--- config.mk ---
export PLATFORM = sky130hd
export DESIGN_NAME = upd_irq_gen
export DESIGN_NICKNAME = d
export VERILOG_FILES = /design/src/rtl/upd_irq_gen.sv
export SDC_FILE = /design/constraint.sdc
export NUM_CORES = 1
export LEC_CHECK = 0
export ABC_AREA = 1
export CORE_MARGIN = 1
export CORE_UTILIZATION = 30
export DETAILED_ROUTE_END_ITERATION = 12
export PLACE_DENSITY = 0.6
export SYNTH_ARGS = -nofsm -noshare
export SYNTH_HDL_FRONTEND = slang
export SYNTH_SLANG_ARGS = --single-unit
--- constraint.sdc ---
create_clock -name clk -period 2.99 [get_ports clk]
set_input_delay 0.897 -clock clk [delete_from_list [all_inputs] [get_ports clk]]
set_output_delay 0.897 -clock clk [all_outputs]
set_load 0.03 [all_outputs]
--- src/rtl/upd_irq_gen.sv ---
module upd_irq_gen #(
  parameter int LOW_TICKS = 31,
  localparam int CW = $clog2(LOW_TICKS + 1)
) (
  input  logic clk,
  input  logic rst_n,
  input  logic sec_carry,
  input  logic min_carry,
  input  logic tick,
  input  logic wr_sel_en,
  input  logic wr_sel_val,
  input  logic wr_uie_en,
  input  logic wr_uie_val,
  input  logic wr_uf_en,
  input  logic wr_uf_val,
  output logic sel_q,
  output logic uie_q,
  output logic uf_q,
  output logic irq_n
);

  logic          low_q;
  logic [CW-1:0] cnt_q;

  wire evt     = sel_q ? min_carry : sec_carry;
  wire uie_nx  = wr_uie_en ? wr_uie_val : uie_q;
  wire win_end = tick && (cnt_q == CW'(LOW_TICKS - 1));

  always_ff @(posedge clk or negedge rst_n) begin
    if (!rst_n) begin
      sel_q <= 1'b0;
      uie_q <= 1'b0;
      uf_q  <= 1'b0;
    end else begin
      if (wr_sel_en) sel_q <= wr_sel_val;
      uie_q <= uie_nx;
      if (evt)                         uf_q <= 1'b1;
      else if (wr_uf_en && !wr_uf_val) uf_q <= 1'b0;
    end
  end

  always_ff @(posedge clk or negedge rst_n) begin
    if (!rst_n) begin
      low_q <= 1'b0;
      cnt_q <= '0;
    end else if (!uie_nx) begin
      low_q <= 1'b0;
      cnt_q <= '0;
    end else if (evt) begin
      low_q <= 1'b1;
      cnt_q <= '0;
    end else if (low_q && tick) begin
      if (win_end) begin
        low_q <= 1'b0;
        cnt_q <= '0;
      end else begin
        cnt_q <= cnt_q + 1'b1;
      end
    end
  end

  assign irq_n = ~low_q;

  AST_SEC_SETS_UF: assert property (@(posedge clk) disable iff (!rst_n)
    (!sel_q && sec_carry) |=> uf_q);
  AST_MIN_SETS_UF: assert property (@(posedge clk) disable iff (!rst_n)
    (sel_q && min_carry) |=> uf_q);
  AST_UF_NO_SW_SET: assert property (@(posedge clk) disable iff (!rst_n)
    (!uf_q && !evt) |=> !uf_q);
  AST_LOW_NEEDS_UIE: assert property (@(posedge clk) disable iff (!rst_n)
    !irq_n |-> uie_q);
  AST_LOW_HOLDS: assert property (@(posedge clk) disable iff (!rst_n)
    (!irq_n && !tick && !(wr_uie_en && !wr_uie_val)) |=> !irq_n);
  AST_UIE_CLR_RELEASES: assert property (@(posedge clk) disable iff (!rst_n)
    (wr_uie_en && !wr_uie_val) |=> irq_n);

endmodule

==> results of run 1 <==
[through the flow]
step	total power [mW]	cell area (sq um)	cells	setup slack, ns
2_1_floorplan	0.178	513	62	1.46
3_3_place_gp	0.209	673	92	0.966
3_5_place_dp	0.209	673	92	0.944
4_1_cts	0.310	699	96	0.709
5_1_grt	0.327	699	96	0.649
6_report	0.304	699	96	0.727
[synthesized netlist by cell type (all sizes together)]
master / n / area (sq um)
nand3: 8 / 52.6
inv: 11 / 41.3
ha: 2 / 25.0
o21ai: 4 / 20.0
nand2: 17 / 88.8
a21oi: 4 / 31.3
nor2: 7 / 28.8
dfrtp: 9 / 225
[flip-flops by register name, indices dropped and copies added (netlist names)]
signal,flops
uf_q,1
sel_q,1
low_q,1
uie_q,1
cnt_q,5
[how the worst max path moves through the flow]
stage | start | end
floorplan | min_carry | cnt_q[2]
global route | low_q | irq_n
finish | low_q | irq_n
CTS | low_q | irq_n
detailed placement | wr_uie_en | cnt_q[4]
global placement | wr_uie_en | cnt_q[3]
[power by group through the flow]
stage | logic [mW] | registers (mW) | clock network, mW
2_1_floorplan | 0.0352 | 0.143 | 0
3_3_place_gp | 0.0734 | 0.136 | 0
3_5_place_dp | 0.0733 | 0.136 | 0
4_1_cts | 0.0735 | 0.134 | 0.103
5_1_grt | 0.0801 | 0.135 | 0.112
6_report | 0.0724 | 0.134 | 0.0977
[kinds of logic (layout without fill, tap and decap cells)]
family | after synthesis | after routing | share of synthesized area (%)
and+or+nand+nor | 32 | 32 | 33.2
AOI/OAI and AO/OA | 8 | 8 | 10.0
DFF | 9 | 9 | 43.9
adders and majority gates | 2 | 2 | 4.88
buffers and inverters | 11 | 29 | 8.05
[critical path: cells and delay by family, from the launching register on]
family                 cells  cell delay, ns
buffers and inverters      2            0.71
flip-flops                 1            0.39
[layer usage]
metal  vias up  global-route usage [%]  wire, um
met5         -                       0         0
met4         0                    9.38        36
met3         5                    5.00        55
met2        15                    17.9       370
met1       181                    15.7       442
li1        229                       -         -
[area by class of cell]
type	count	area, sq um
multi-input combinational	42	246
clock buffer	4	26.3
sequential	9	225
tap	16	20.0
inverter	11	41.3
timing repair buffer	14	140
fill	152	860
==> qor.csv, run 1 <==
stage;metric;value;unit
global_route;grt_antenna_before_repair;0;
clock_network;insertion_delay;0.27;ns
logic_synthesis;synth_seq_cells;9;
logic_synthesis;yosysUniqueCellTypes;14;
global_route;grt_max_degree;11;
sta;relSlewSlack;71.7;%
flow_run;timing.max_cap.violations;0;
global_route;grt_pass1_vias;397;
critical_path;arrival;1.37;ns
worst_hold_path;whs_path_depth;2;
sta;clock.fmax;442;MHz
logic_synthesis;synth.cell_area;513;sq um
global_route;grt_use_total;12.7;%
logic_synthesis;ys_seq_area_share;43.9;%
sta;rsz0062_at_grt;false;
die;core_region_area;0.00156;sq mm
layout;drive_above_1_share;12.5;%
critical_path;path_class;register to primary output;
die;die_w;43.4;um
critical_path;r2r_start;cnt_q[0];
logic_synthesis;syn_avg_cell_area;8.27;sq um
sta;finClkSkew;0.00278;ns
logic_synthesis;syn_nets;75;
sta;period_share;75.7;%
sta;setup_viol;0;
worst_hold_path;hold_class;register to register;
power_and_ir_drop;pwr-share-comb;23.8;%
die;initial_utilization;32.9;%
power_and_ir_drop;powerDensity;434;mW/mm^2
clock_network;cts_tree;built;
sta;fin_crit;2.26;ns
sta;hold_ws;0.503;ns
layout;final_util;44.9;%
clock_network;htree_levels;1;
detailed_routing;first_pass_iters;8;
critical_path;cp_max_fo;3;
detailed_routing;route.vias.total;430;
placed_design;place_hpwl;722;um
layout;layout_common_cells;clkdlybuf4s50_1 (14), nand2_1 (13), inv_1 (11);
power_and_ir_drop;p_seq_share;44.0;%
worst_hold_path;hold_start;uf_q;
detailed_routing;drtIter0Drc;7;
detailed_routing;drt.antenna.violating_nets;0;
critical_path;slowest_delay;0.65;ns
power_and_ir_drop;p_switching;0.0909;mW
power_and_ir_drop;p_leak;0.322;nW
placed_design;place.gp.congestion;0.708;
die;row_count;14;
detailed_routing;totalWireLength;905;um
critical_path;cp.required;2.09;ns
clock_network;cts-root-buf;clkbuf_4;
power_and_ir_drop;vdd_drop_max;0.186;mV
run_status;outcome;finished, violations left;
clock_network;cts_buffer_depth;2;
critical_path;critPathCaptureType;primary output;
critical_path;path_cells;inv_1, clkdlybuf4s50_1;
critical_path;r2r_slack;1.77;ns
die;chipHeight;43.4;um
sta;slew_violations;0;
detailed_routing;vias_per_cell;4.48;
die;die_area;0.00188;sq mm
global_route;grt_pass1_wl;1660;um
die;pin_count;15;
clock_network;clock-sinks;9;
sta;worstMarginPinSlew;0.423;ns
run_status;failed_checks;design-rule violations;
power_and_ir_drop;clockPowerShare;32.2;%
layout;layout.cells.most_common;clkdlybuf4s50_1;
clock_network;clk_pin_slew;0.06;ns
clock_network;postCtsSetupRepairBufs;0;
worst_hold_path;hold_path_end;uf_q;
detailed_routing;drt_drc_violations_left;4;
sta;setup_tns;0;ns
clock_network;cts_buffers;3;
layout;nets;94;
layout;diodes;0;
critical_path;critPathSlowestCell;clkdlybuf4s50_1;
clock_network;post_cts_resized;0;
clock_network;cts.hold.buffers_added;0;
sta;finalHoldViolCount;0;
critical_path;worstReg2RegEnd;cnt_q[1];
critical_path;crit_path_start_kind;register;
logic_synthesis;yosysWarnings;0;
logic_synthesis;syn_inst;62;
placed_design;io_buffers;14;
power_and_ir_drop;internal-power;0.213;mW
layout;area_growth_syn_to_layout;36.3;%
global_route;globalRouteOverflowTotal;0;
critical_path;reg2regPathDepth;7;
power_and_ir_drop;p_sw_share;29.9;%
detailed_routing;routedWlPerCell;9.43;um
Power figures use the tool's default switching activity.
==> run 2, diff against run 1 <==
PLACE_DENSITY = 0.62   (was 0.6)
clock period = 2 ns   (was 2.99 ns; I/O delays follow)
==> qor.csv, run 2 (synthesized netlist as in run 1, its figures left out) <==
stage;metric;value;unit
detailed_routing;first_pass_iters;8;
clock_network;clk_pin_slew;0.07;ns
die;initial_utilization;32.9;%
power_and_ir_drop;p_leak;0.326;nW
detailed_routing;vias_per_cell;4.61;
critical_path;cp.required;1.40;ns
power_and_ir_drop;vdd_drop_max;0.211;mV
die;core_region_area;0.00156;sq mm
layout;layout_common_cells;nand2_1 (13), clkdlybuf4s50_1 (13), inv_1 (11);
global_route;grt_pass1_wl;1680;um
sta;relSlewSlack;72.4;%
sta;worstMarginPinSlew;0.413;ns
layout;final_area;702;sq um
clock_network;clock-sinks;9;
detailed_routing;route.vias.total;443;
die;row_count;14;
clock_network;cts-root-buf;clkbuf_4;
placed_design;dpl_cell_area;673;sq um
flow_run;timing.max_cap.violations;0;
global_route;grt_max_degree;11;
sta;setup_viol;0;
critical_path;critPathCaptureType;primary output;
run_status;outcome;finished, violations left;
sta;period_share;95.7;%
detailed_routing;totalWireLength;929;um
sta;clock.fmax;523;MHz
sta;slew_violations;0;
sta;setup_tns;0;ns
layout;area_growth_syn_to_layout;36.8;%
sta;finClkSkew;0.00581;ns
global_route;grt_antenna_before_repair;0;
sta;fin_crit;1.91;ns
layout;regMostFlops;cnt_q;
critical_path;slowest_delay;0.68;ns
critical_path;path_cells;clkdlybuf4s50_1;
critical_path;path_class;register to primary output;
placed_design;place.gp.congestion;0.671;
critical_path;r2r_slack;0.78;ns
placed_design;io_buffers;14;
worst_hold_path;hold_class;register to register;
worst_hold_path;whs_path_depth;2;
global_route;grt_pass1_vias;400;
critical_path;worstReg2RegEnd;cnt_q[0];
clock_network;cts.hold.buffers_added;0;
critical_path;arrival;1.31;ns
critical_path;r2r_start;cnt_q[0];
clock_network;cts_buffers;3;
die;pin_count;15;
clock_network;cts_buffer_depth;2;
critical_path;cp_top_family;buffers and inverters;
power_and_ir_drop;powerDensity;643;mW/mm^2
layout;largest_reg_flops;5;
clock_network;insertion_delay;0.26;ns
worst_hold_path;hold_start;uf_q;
sta;hold_ws;0.510;ns
sta;rsz0062_at_grt;false;
layout;diodes;0;
run_status;failed_checks;design-rule violations;
critical_path;path_buf_inv;1;
critical_path;cp_max_fo;3;
global_route;grt_use_total;12.3;%
detailed_routing;drtIter0Drc;13;
layout;nets;94;
die;chipHeight;43.4;um
sta;finalHoldViolCount;0;
critical_path;critPathSlowestCell;clkdlybuf4s50_1;
detailed_routing;routedWlPerCell;9.68;um
critical_path;crit_path_start_kind;register;
detailed_routing;drt_drc_violations_left;2;
clock_network;cts_tree;built;
die;die_area;0.00188;sq mm
die;die_w;43.4;um
critical_path;reg2regPathDepth;7;
clock_network;htree_levels;1;
layout;drive_above_1_share;12.5;%
worst_hold_path;hold_path_end;uf_q;
global_route;globalRouteOverflowTotal;0;
placed_design;place_hpwl;741;um
detailed_routing;drt.antenna.violating_nets;0;
## run 2: cell types whose count changed in the layout (fill, tap and decap cells not counted), sizes merged
cell           change
dlymetal6s2s       +1
clkdlybuf4s50      -1
## run 2: report_power, final
part	switching, mW	internal, mW	total, mW
combinational	0.0606	0.0476	0.108
sequential	0.00764	0.193	0.201
clock	0.0654	0.0769	0.142
total	0.134	0.317	0.451
## run 2: worst max path at each step
stage,depth (start not counted),slack (ns),start,to
floorplan,6,0.77,min_carry,cnt_q[2]
global placement,6,0.28,wr_uie_en,cnt_q[2]
detailed placement,6,0.24,wr_uie_en,cnt_q[3]
CTS,2,0.02,low_q,irq_n
global route,1,0.06,sel_q,sel_q
finish,1,0.09,sel_q,sel_q
## run 2: metrics by stage
| step | worst slack, ns | utilization [%] | power (mW) | instances |
|---|---|---|---|---|
| after global placement | 0.284 | 43.2 | 0.313 | 92 |
| after floorplan | 0.765 | - | 0.266 | 62 |
| after detailed placement | 0.245 | 43.2 | 0.314 | 92 |
| after global routing | 0.0600 | 45.0 | 0.477 | 96 |
| after CTS | 0.0186 | 44.9 | 0.457 | 96 |
| final | 0.0870 | 45.0 | 0.451 | 96 |
## run 2: per-layer routing
layer	vias to the layer above	wire length, um	global-route usage (%)
li1	232	-	-
met1	195	447	15.4
met2	14	403	18.2
met3	2	68	2.92
met4	0	9	9.38
met5	-	0	0
## run 2: timing repair
| item | 4_1_cts | 5_1_grt |
|---|---|---|
| endpoints found under the setup margin | 0 | 1 |
| gates resized for setup | 0 | 1 |
| setup buffers | 0 | 0 |
## run 2: cell type report
cell class                      instances  area [sq um]
Timing Repair Buffer                   14           143
Multi-Input combinational cell         42           246
Sequential cell                         9           225
Clock buffer                            4          26.3
Tap cell                               16          20.0
Fill cell                             168           857
Inverter                               11          41.3
